$ cat src/rtl/alias_bank_pkg.sv
// Package alias_bank_pkg
// Shared types for the aliased register bank: the code carried in the two
// low word-address bits that selects how a write is applied.
package alias_bank_pkg;

    typedef enum logic [1:0] {
        ALIAS_WRITE  = 2'd0,
        ALIAS_SET    = 2'd1,
        ALIAS_CLEAR  = 2'd2,
        ALIAS_TOGGLE = 2'd3
    } alias_op_e;

    localparam int ALIAS_BITS = 2;

endpackage

$ cat src/rtl/alias_decode.sv
// Module alias_decode
// Splits a word address into alias code and slot index and produces one
// write select per control register.
// Assumes: NUM_RW <= 2**(ADDR_W-2); slots at or above NUM_RW never select.
module alias_decode
    import alias_bank_pkg::*;
#(
    parameter int ADDR_W = 6,
    parameter int NUM_RW = 3,
    localparam int SLOT_W = ADDR_W - ALIAS_BITS
) (
    input  logic              clk,
    input  logic              rst_n,
    input  logic [ADDR_W-1:0] addr,
    input  logic              we,
    output logic [NUM_RW-1:0] sel,
    output alias_op_e         op,
    output logic [SLOT_W-1:0] slot,
    output logic              rw_hit
);

    // Field split of the word address
    assign op   = alias_op_e'(addr[ALIAS_BITS-1:0]);
    assign slot = addr[ADDR_W-1:ALIAS_BITS];

    // One write select per control register
    for (genvar g = 0; g < NUM_RW; g++) begin : g_sel
        assign sel[g] = we && (slot == SLOT_W'(g));
    end

    // Slot falls on a writable register
    assign rw_hit = (32'(slot) < NUM_RW);

    AST_SEL_ONEHOT: assert property (@(posedge clk) disable iff (!rst_n)
        $onehot0(sel));

endmodule

$ cat src/rtl/alias_reg_cell.sv
// Module alias_reg_cell
// One writable control register. On a selected write it applies the alias
// rule (overwrite, OR, AND-NOT, XOR) to its own value; otherwise it holds.
// Assumes: synchronous active-low reset to RST_VAL.
module alias_reg_cell
    import alias_bank_pkg::*;
#(
    parameter int                DATA_W  = 32,
    parameter logic [DATA_W-1:0] RST_VAL = '0
) (
    input  logic              clk,
    input  logic              rst_n,
    input  logic              wr_sel,
    input  alias_op_e         op,
    input  logic [DATA_W-1:0] wdata,
    output logic [DATA_W-1:0] q
);

    logic [DATA_W-1:0] nxt;
    logic              seen_rst;

    // Next value for each alias rule
    always_comb begin
        case (op)
            ALIAS_SET:    nxt = q | wdata;
            ALIAS_CLEAR:  nxt = q & ~wdata;
            ALIAS_TOGGLE: nxt = q ^ wdata;
            default:      nxt = wdata;
        endcase
    end

    // Storage with synchronous reset
    always_ff @(posedge clk) begin
        if (!rst_n)      q <= RST_VAL;
        else if (wr_sel) q <= nxt;
    end

    // Marks that a reset has been applied, so history checks are meaningful
    always_ff @(posedge clk) begin
        if (!rst_n) seen_rst <= 1'b1;
    end

    AST_RESET_VALUE: assert property (@(posedge clk) disable iff (!rst_n)
        seen_rst && !$past(rst_n) |-> q == RST_VAL);
    AST_HOLD_UNSEL: assert property (@(posedge clk) disable iff (!rst_n)
        seen_rst && $past(rst_n) && !$past(wr_sel) |-> $stable(q));
    AST_OVERWRITE: assert property (@(posedge clk) disable iff (!rst_n)
        seen_rst && $past(rst_n) && $past(wr_sel) && $past(op) == ALIAS_WRITE
        |-> q == $past(wdata));
    AST_SET_BITS: assert property (@(posedge clk) disable iff (!rst_n)
        seen_rst && $past(rst_n) && $past(wr_sel) && $past(op) == ALIAS_SET
        |-> ((q & $past(wdata)) == $past(wdata))
            && ((q & ~$past(wdata)) == ($past(q) & ~$past(wdata))));
    AST_CLEAR_BITS: assert property (@(posedge clk) disable iff (!rst_n)
        seen_rst && $past(rst_n) && $past(wr_sel) && $past(op) == ALIAS_CLEAR
        |-> ((q & $past(wdata)) == '0)
            && ((q & ~$past(wdata)) == ($past(q) & ~$past(wdata))));
    AST_TOGGLE_BITS: assert property (@(posedge clk) disable iff (!rst_n)
        seen_rst && $past(rst_n) && $past(wr_sel) && $past(op) == ALIAS_TOGGLE
        |-> (q ^ $past(q)) == $past(wdata));

endmodule

$ cat src/rtl/alias_read_mux.sv
// Module alias_read_mux
// Selects the word of the addressed slot from the concatenated register
// values; any slot without a register reads as zero.
// Assumes: NUM_REGS <= 2**SLOT_W.
module alias_read_mux #(
    parameter int DATA_W   = 32,
    parameter int NUM_REGS = 4,
    parameter int SLOT_W   = 4
) (
    input  logic [NUM_REGS*DATA_W-1:0] vals,
    input  logic [SLOT_W-1:0]          slot,
    output logic [DATA_W-1:0]          rdata
);

    // Combinational slot select with zero default
    always_comb begin
        rdata = '0;
        for (int i = 0; i < NUM_REGS; i++) begin
            if (slot == SLOT_W'(i)) rdata = vals[i*DATA_W +: DATA_W];
        end
    end

endmodule

$ cat src/rtl/alias_reg_bank.sv
// Module alias_reg_bank
// Register slice with four write aliases per 16-byte slot. Slots
// 0..NUM_RW-1 are writable control registers; the next NUM_RO slots show
// the status words from stat_in and ignore writes; higher slots read zero.
// Assumes: single-cycle bus, no handshake, word address on bus_addr.
module alias_reg_bank
    import alias_bank_pkg::*;
#(
    parameter int                       DATA_W   = 32,
    parameter int                       ADDR_W   = 6,
    parameter int                       NUM_RW   = 3,
    parameter int                       NUM_RO   = 1,
    parameter logic [NUM_RW*DATA_W-1:0] RST_VALS = '0
) (
    input  logic                       clk,
    input  logic                       rst_n,
    input  logic [ADDR_W-1:0]          bus_addr,
    input  logic                       bus_we,
    input  logic [DATA_W-1:0]          bus_wdata,
    output logic [DATA_W-1:0]          bus_rdata,
    input  logic [NUM_RO*DATA_W-1:0]   stat_in,
    output logic [NUM_RW*DATA_W-1:0]   ctrl_q
);

    localparam int SLOT_W   = ADDR_W - ALIAS_BITS;
    localparam int NUM_REGS = NUM_RW + NUM_RO;

    logic [NUM_RW-1:0]          sel;
    alias_op_e                  op;
    logic [SLOT_W-1:0]          slot;
    logic                       rw_hit;
    logic [NUM_REGS*DATA_W-1:0] all_vals;

    alias_decode #(
        .ADDR_W (ADDR_W),
        .NUM_RW (NUM_RW)
    ) u_decode (
        .clk    (clk),
        .rst_n  (rst_n),
        .addr   (bus_addr),
        .we     (bus_we),
        .sel    (sel),
        .op     (op),
        .slot   (slot),
        .rw_hit (rw_hit)
    );

    // One storage cell per writable register
    for (genvar g = 0; g < NUM_RW; g++) begin : g_cell
        alias_reg_cell #(
            .DATA_W  (DATA_W),
            .RST_VAL (RST_VALS[g*DATA_W +: DATA_W])
        ) u_cell (
            .clk    (clk),
            .rst_n  (rst_n),
            .wr_sel (sel[g]),
            .op     (op),
            .wdata  (bus_wdata),
            .q      (ctrl_q[g*DATA_W +: DATA_W])
        );
    end

    // Status words follow the control registers in the slot order
    assign all_vals = {stat_in, ctrl_q};

    alias_read_mux #(
        .DATA_W   (DATA_W),
        .NUM_REGS (NUM_REGS),
        .SLOT_W   (SLOT_W)
    ) u_rmux (
        .vals  (all_vals),
        .slot  (slot),
        .rdata (bus_rdata)
    );

    AST_MISS_NO_CHANGE: assert property (@(posedge clk) disable iff (!rst_n)
        bus_we && !rw_hit |=> $stable(ctrl_q));
    AST_IDLE_NO_CHANGE: assert property (@(posedge clk) disable iff (!rst_n)
        !bus_we |=> $stable(ctrl_q));

endmodule

$ cat config.mk
export PLATFORM = sky130hd
export DESIGN_NAME = alias_reg_bank
export DESIGN_NICKNAME = d
export VERILOG_FILES = /design/src/rtl/alias_bank_pkg.sv /design/src/rtl/alias_decode.sv /design/src/rtl/alias_reg_cell.sv /design/src/rtl/alias_read_mux.sv /design/src/rtl/alias_reg_bank.sv
export SDC_FILE = /design/constraint.sdc
export NUM_CORES = 1
export LEC_CHECK = 0
export ABC_AREA = 0
export BUFFER_PORTS_ARGS = -buffer_cell sky130_fd_sc_hd__buf_2
export CORE_AREA = 2 2 143 145
export DETAILED_ROUTE_END_ITERATION = 12
export DIE_AREA = 0 0 145 147
export GPL_TIMING_DRIVEN = 0
export PLACE_DENSITY = 0.79
export SYNTH_ARGS = -nofsm -noshare
export SYNTH_HDL_FRONTEND = slang
export SYNTH_HIERARCHICAL = 1
export SYNTH_SLANG_ARGS = --single-unit
export TNS_END_PERCENT = 100
$ cat constraint.sdc
create_clock -name clk -period 1.29 [get_ports clk]
set_input_delay 0.1935 -clock clk [delete_from_list [all_inputs] [get_ports clk]]
set_output_delay 0.1935 -clock clk [all_outputs]
set_load 0.1 [all_outputs]
Yosys cells after proc, flatten, opt, wreduce, memory -nomap -nowiden
Index checks and enable logic that the tools add are counted.

word-level totals
  logic and storage cells = 30
  output and inout port bits = 128
  input bits = 73
  register bits = 96

operators by class
  bitwise gates (word level) = 10
  reductions and logical operators = 4
  multiplexer cells = 7
  equality and inequality tests = 6

operators with widths
  operator            count
  $pmux 32 s3         3
  $mux 32             4
  $and 32x32->32      3
  $or 32x32->32       3
  $xor 32x32->32      3
  $not 32->32         1
  $eq 4x2->1 const B  2
  $eq 2x2->1 const B  2
  $eq 4x1->1 const B  1
  $logic_not 4->1     1
  $logic_and 1x1->1   3
  $eq 2x1->1 const B  1

Logic depth before layout (Yosys ltp)
Gate-level depths: netlist of run 1.

  depth after elaboration = 5
  depth in mapped cells = 6

Hierarchy
Netlist of run 1, hierarchy kept.

modules (own cells, without submodules)
  module          cells each  area each (sq um)  times used
  alias_reg_cell  343         2996.6             3
  alias_read_mux  113         970.9              1
  alias_decode    12          118.9              1

Least setup slack after synthesis of run 1
No wires, ideal clock.

  path kind = register to output
  start = register g_cell[1].u_cell.q[1]
  end = output port bus_rdata[1]
  arrival time = 2665 ps
  stages on the path, launching flop included = 3
  required time = 1097 ps
  path slack = -1569 ps
  cells stage by stage = dfxtp_1 mux2i_1 o22ai_1

between the ends
  longest elaborated chain between the ends = 3

ends and longest elaborated chain
  what                    RTL line              text
  start, declared         alias_reg_cell.sv:16  output logic [DATA_W-1:0] q
  start signal, assigned  alias_reg_cell.sv:35  else if (wr_sel) q <= nxt;
  $mux 32 (3 in a row)    alias_read_mux.sv:19  if (slot == SLOT_W'(i)) rdata = vals[i*DATA_W +: DATA_W];
  end, declared           alias_reg_bank.sv:20  output logic [DATA_W-1:0] bus_rdata,

Every way passes these cells.

Final worst setup path of run 1
  start = input port bus_addr[2]
  end = output port bus_rdata[21]

between the ends
  longest elaborated chain between the ends = 5
  elaborated cells between the ends (all ways) = 8

ends and longest elaborated chain
  what                  RTL line              text
  start, declared       alias_reg_bank.sv:17  input logic [ADDR_W-1:0] bus_addr,
  $logic_not 4->1       alias_read_mux.sv:19
  $mux 32 (3 in a row)  alias_read_mux.sv:19
  $mux 32 *             alias_read_mux.sv:19

Mark *: on every way between the ends. The rest lies on a longest branch, timed or not.

==> out/metrics.sh, run 1 <==
GRT_PASS1_VIAS=9778
PEAKVDDDROP_uV=603
SETUP.WORST_PATH.END_CLASS='output pin'
DIE_AREA_UM2=21300
NUM_IO_PINS=201
FMAXACHIEVABLE_GHz=0.585
NUM-NETS-FINAL=1659
DRC_ERRORS=0
FINAL-MAX-SLEW-VIOLATION-COUNT=0
GRT_SETUP_UNREPAIRED='yes'
WIRELENGTH_MM=35.2
FINISH.UTILIZATION_PCT=71.2
FINAL_HOLD_VIOL_COUNT=0
LEAKAGE_nW=6.73
CTSHTREEMAXLEVEL=3
FINALCLOCKSKEW_PS=0
WORST_PATH_LARGEST_CELL_DELAY_PS=390
DR.FIRST_ITER.DRC_COUNT=788
CORE_AREA_UM2=19800
LARGEST_REGISTERS='g_cell.u_cell/q x96'
START_UTIL_PCT=50.8
NUMPORTBUFFERS=198
GRT_START_MAX_NET_PINS=22
CLK-INSERTION-DELAY-LATE_PS=370
HOLD_PATH.CLASS='input pin to flop'
DP_HPWL_MM=23.7
PATH_CLASS='input pin to output pin'
SYN-NUM-NETS=1418
PROPORTION_OF_LAYOUT_CELLS_WITH_A_DRIVE_SUFFIX_ABOVE_1_PCT=39.6
TIMING.SETUP.TNS_PS=-12680
CAP_VIOLATIONS=0
FP.DIEW_UM=145
ROUTE.DETAILED.VIAS_PER_INST=5.94
FIRST_PASS_ITERS=5
NUM_VIAS=9908
YOSYSWARNINGCOUNT=6
POST_CTS_HOLD_BUFFER_COUNT=0
POST_SYNTH_INSTANCE_AREA_UM2=10100
PERIOD_SHARE_PCT=132
TOP_REGISTER='g_cell.u_cell/q'
CRIT_PATH_CELL_TRACE='buf_8 -> buf_6 -> or3_4 -> buf_12 -> buf_16 -> o22ai_4 -> buf_12'
NUMBER_OF_BUFFERS_CREATED_BY_CTS=9
GP_CONGESTION=0.853
OVERFLOW=0
N_FILL_CELL=1326
STARTPOINT_TYPE='input pin'
DIE_Y_UM=147
SLEW_HEADROOM_PCT=54.6
CRITICAL_PATH_ARRIVAL_PS=1520
LARGEST_REGISTER_FFS=96
DETAIL-ROUTE-ANTENNA-NETS=0
CRITICAL_PATH_DATA_REQUIRED_TIME_PS=1100
DRT-WIRELENGTH-PER-CELL_UM=21.1
POSTSYNTHAREAPERCELL_UM2=8.74
FIN_WS_PS=-419
CTS.CLK_SLEW.WORST_PATHS_PS=70
CPMAXSTAGEDELAYCELL='or3_4'
SYN_INST=1153
WORST_PIN_SLEW_PS=680
ROW_COUNT=52
TIMING.FINAL.CRIT_PERIOD_PS=1710
FLOW.AREA_GROWTH_FROM_SYNTHESIS_PCT=40.2
TIMING.FINAL.SETUP_VIOLATIONS=35
VIOLATIONS_IN_THE_FINAL_REPORTS='setup timing'
ANTENNA_VIOLATIONS_BEFORE_REPAIR=1
WORST_HOLD_SLACK_PS=226
TRITONCTS='yes'
POWER.DENSITY_CELL_AREA_nW_PER_UM2=613
CLOCK_SINK_COUNT=96
HIGHEST_NET_FANOUT_ALONG_THE_WORST_PATH=8
CRITICAL-PATH-TOP-CELL-BY-COUNT='buf_12'
CTS-ROOT-BUF='clkbuf_16'
STATUS='finished, violations left'
GROUTE.USAGE.OVERALL_PCT=31.6
GRT_FIRST_PASS_WIRELENGTH_MM=53.7
CLOCKBUFFERDEPTH=2
-- worst paths after layout --
| kind | startpoint | endpoint | slack, ps | cells after the start |
|---|---|---|---|---|
| setup / recovery | bus_addr[2] | bus_rdata[21] | -420 | 7 |
| hold / removal | bus_wdata[27] | g_cell[1].u_cell/q[27] | 230 | 3 |
| setup reg to reg | g_cell[2].u_cell/q[23] | g_cell[2].u_cell/q[23] | 90 | 4 |
| hold reg to reg | g_cell[1].u_cell/q[2] | g_cell[1].u_cell/q[2] | 540 | 2 |
-- final cells by class --
cell class | instances | area [um^2] | area share (%)
Multi-Input combinational cell | 778 | 7510 | 53.2
Sequential cell | 96 | 2280 | 16.2
Timing Repair Buffer | 231 | 2150 | 15.2
Buffer | 86 | 836 | 5.92
Inverter | 192 | 721 | 5.10
Tap cell | 270 | 338 | 2.39
Clock buffer | 9 | 225 | 1.59
Clock inverter | 6 | 51.3 | 0.363
Antenna cell | 1 | 2.50 | 0.0177
-- critical path, delay by kind of cell --
family                 cells  cell delay [ps]
buffers and inverters      5              730
AOI/OAI and AO/OA          1              190
and+or+nand+nor            1              390
-- per-layer routing --
layer / share of wire, % / vias to the layer above / global-route usage (%)
met1: 39 / 4802 / 37.6
met2: 47 / 474 / 53.8
met4: 4.4 / 0 / 15.4
met5: 0 / - / 0
li1: - / 4533 / -
met3: 8.7 / 99 / 7.42
-- through the flow --
step | cells | total power, mW | area (um^2) | setup slack, ps
after floorplan | 1153 | 4.96 | 11000 | -458
after global placement | 1621 | 5.53 | 12400 | -843
after detailed placement | 1621 | 5.62 | 12400 | -828
after CTS | 1655 | 8.54 | 13800 | -416
after global routing | 1668 | 9.00 | 14100 | -437
final | 1669 | 8.66 | 14100 | -419
-- placed cells by master (no fill, tap or decap), types with 2 or more instances in the layout --
cell / n
a221oi_1: 28
buf_8: 7
mux2i_1: 148
mux2_2: 9
and2b_2: 2
a221oi_2: 59
clkbuf_1: 7
ha_1: 192
nand2_4: 2
nand2_1: 89
mux2i_2: 12
buf_2: 82
dfxtp_4: 96
inv_1: 192
and2_4: 3
buf_4: 136
o21ai_1: 9
o22ai_4: 32
buf_6: 22
clkbuf_16: 12
nand2_2: 3
nor4_4: 2
buf_16: 7
clkbuf_4: 6
o21ai_0: 165
buf_12: 42
clkbuf_2: 5
o221ai_1: 2
nand3b_1: 9
o221ai_2: 7
clkinv_2: 2
clkinv_1: 3
-- power by group --
part,internal (mW),switching [mW],total [mW]
sequential,2.87,0.0988,2.97
clock,1.47,1.27,2.74
combinational,1.03,1.91,2.95
total,5.37,3.29,8.66
-- what timing repair did --
item / in CTS / in global routing
endpoints found under the setup margin: 220 / 111
gates resized for setup: 286 / 69
cloned: 3 / 3
buffers inserted: 17 / 10
pin swaps: 10 / 20
No activity file was read; power rests on OpenSTA's default activity.
==> inputs of run 2 (changes only) <==
GPL_TIMING_DRIVEN = default   (was 0)
==> run 2 against run 1 <==
- sequential power is essentially flat
- clock-buffer cell count grew 2
- total power grew 3.9%
- clock skew is the same
- combinational power shrank 2%
- the run still ends with setup timing left
- worst hold slack gained 1.6 ps
- fmax grew 6.7%
- final area grew 2.8%
- flip-flop and latch count is the same
- largest power group is now clock
- non-clock buffer count shrank 55
==> out/metrics.sh, run 2 (synthesized netlist as in run 1, its figures left out) <==
FLOW.AREA_GROWTH_FROM_SYNTHESIS_PCT=44.2
DP_SLACK_PS=-426
FIN_WS_PS=-312
ROUTE.DETAILED.VIAS_PER_INST=5.80
CTS-ROOT-BUF='clkbuf_16'
NUM_VIAS=9360
GRT_SETUP_UNREPAIRED='yes'
DR.FIRST_ITER.DRC_COUNT=555
CORE_AREA_UM2=19800
LEAKAGE_nW=6.60
MULTIINPUTGATEAREA_UM2=7540
PERIOD_SHARE_PCT=124
DIE_Y_UM=147
CTS.CLK_SLEW.WORST_PATHS_PS=70
PATH_CLASS='input pin to output pin'
PEAKVDDDROP_uV=699
SETUP.WORST_PATH.END_CLASS='output pin'
CLOCK_SINK_COUNT=96
TIMING.FINAL.CRIT_PERIOD_PS=1600
DP_HPWL_MM=21.3
FINAL_HOLD_VIOL_COUNT=0
NUMPORTBUFFERS=200
DRT-WIRELENGTH-PER-CELL_UM=18.7
LAYOUT.CELLS.MOST_COMMON_LIST='inv_1 (192), ha_1 (192), o21ai_0 (165)'
ANTENNA_VIOLATIONS_BEFORE_REPAIR=0
PART_OF_THE_TOTAL_POWER_DISSIPATED_IN_COMBINATIONAL_LOGIC_PCT=32.0
POWER.DENSITY_CELL_AREA_nW_PER_UM2=619
PROPORTION_OF_LAYOUT_CELLS_WITH_A_DRIVE_SUFFIX_ABOVE_1_PCT=38.1
OVERFLOW=0
CLK-INSERTION-DELAY-LATE_PS=360
SLEW_HEADROOM_PCT=75.8
CLOCKBUFFERDEPTH=2
STATUS='finished, violations left'
POWER.NET_SWITCHING_mW=3.15
STARTPOINT_TYPE='input pin'
NUMBER_OF_BUFFERS_CREATED_BY_CTS=9
WORST_PIN_SLEW_PS=353
HOLD_PATH.CLASS='input pin to flop'
FP.DIEW_UM=145
SHARE_SEQ_OF_TOTAL_POWER_PCT=33.2
FINALCLOCKSKEW_PS=0
FINAL-MAX-SLEW-VIOLATION-COUNT=0
CLOCKPOWERSHARE_PCT=34.8
N_FILL_CELL=1263
FMAXACHIEVABLE_GHz=0.624
HIGHEST_NET_FANOUT_ALONG_THE_WORST_PATH=21
CRITICAL_PATH_DATA_REQUIRED_TIME_PS=1100
CAP_VIOLATIONS=0
GP_CONGESTION=0.800
GROUTE.USAGE.OVERALL_PCT=27.5
LARGEST_REGISTER_FFS=96
GRT_FIRST_PASS_WIRELENGTH_MM=48.2
LARGEST_REGISTERS='g_cell.u_cell/q x96'
CTSHTREEMAXLEVEL=3
FIRST_PASS_ITERS=5
SWITCHING_SHARE_PCT=35.0
GRT_START_MAX_NET_PINS=53
VIOLATIONS_IN_THE_FINAL_REPORTS='setup timing'
FINAL-SEQ-AREA_UM2=2280
DRC_ERRORS=0
START_UTIL_PCT=50.8
DETAIL-ROUTE-ANTENNA-NETS=0
ROW_COUNT=52
GRT_PASS1_VIAS=9619
NUM_IO_PINS=201
TIMING.FINAL.SETUP_VIOLATIONS=32
NUM-NETS-FINAL=1604
ANTENNA_CELLS=0
WIRELENGTH_MM=30.1
CELL_INTERNAL_PWR_mW=5.85
TRITONCTS='yes'
CRITICAL_PATH_ARRIVAL_PS=1410
TOP_REGISTER='g_cell.u_cell/q'
POST_CTS_HOLD_BUFFER_COUNT=0
DIE_AREA_UM2=21300
FINISH.UTILIZATION_PCT=73.2
-- run 2: cell types whose count changed in the layout (fill, tap and decap cells not counted), moves of 5 or more --
| cell | change |
|---|---|
| buf_12 | +71 |
| buf_4 | -63 |
| buf_6 | -19 |
| mux2i_1 | -16 |
| buf_2 | -15 |
| mux2i_2 | +13 |
| buf_16 | -7 |
| o221ai_1 | +7 |
| o221ai_2 | -7 |
| clkbuf_4 | -6 |
| clkbuf_1 | -5 |
| clkbuf_2 | -5 |
-- run 2: area by class of cell --
cell class / instances / share of cell area [%]
Tap cell: 270 / 2.33
Multi-Input combinational cell: 778 / 51.9
Sequential cell: 96 / 15.7
Clock buffer: 11 / 1.60
Timing Repair Buffer: 262 / 22.8
Clock inverter: 4 / 0.646
Inverter: 192 / 4.96
-- run 2: path summary, 6_finish.rpt --
| check | start | to | slack, ps | cells past startpoint |
|---|---|---|---|---|
| worst max-delay path | bus_addr[2] | bus_rdata[1] | -310 | 5 |
| worst min-delay path | bus_wdata[27] | g_cell[0].u_cell/q[27] | 230 | 3 |
| worst max register to register | g_cell[1].u_cell/q[27] | g_cell[1].u_cell/q[27] | 50 | 4 |
| worst min register to register | g_cell[1].u_cell/q[2] | g_cell[1].u_cell/q[2] | 560 | 2 |
-- run 2: timing repair --
action	in CTS	in global routing
gates cloned	2	1
gates resized for setup	60	31
endpoints found under the setup margin	83	37
pin swaps	3	6
setup buffers	0	4
-- run 2: stage by stage --
step           power [mW]  hold WS (ps)  cells  area [um^2]  setup TNS (ps)
2_1_floorplan        4.96           332   1153        11000          -14070
3_3_place_gp         5.63           530   1591        13800          -36810
3_5_place_dp         5.78           539   1591        13800          -39140
4_1_cts              8.95           213   1608        14300           -8020
5_1_grt              9.36           233   1613        14500           -8840
6_report             9.00           227   1613        14500           -8250
-- run 2: worst max-delay path, cell delays in order --
cell	delay [ps]
buf_8	100
or3_4	430
buf_12	200
o22ai_4	230
buf_12	200
-- run 2: per-layer routing --
metal,GRT usage (%),vias up,wire [um]
li1,-,4426,-
met3,4.41,67,1610
met4,10.5,0,871
met2,50.4,342,15400
met1,32.1,4525,12200
met5,0,-,0
-- run 2: power groups by stage --
stage,sequential (mW),clock [mW],combinational (mW)
after floorplan,3.46,0,1.50
after global placement,3.04,0,2.59
after detailed placement,3.05,0,2.73
after CTS,2.98,3.16,2.81
after global routing,3.00,3.29,3.07
final,2.99,3.13,2.88
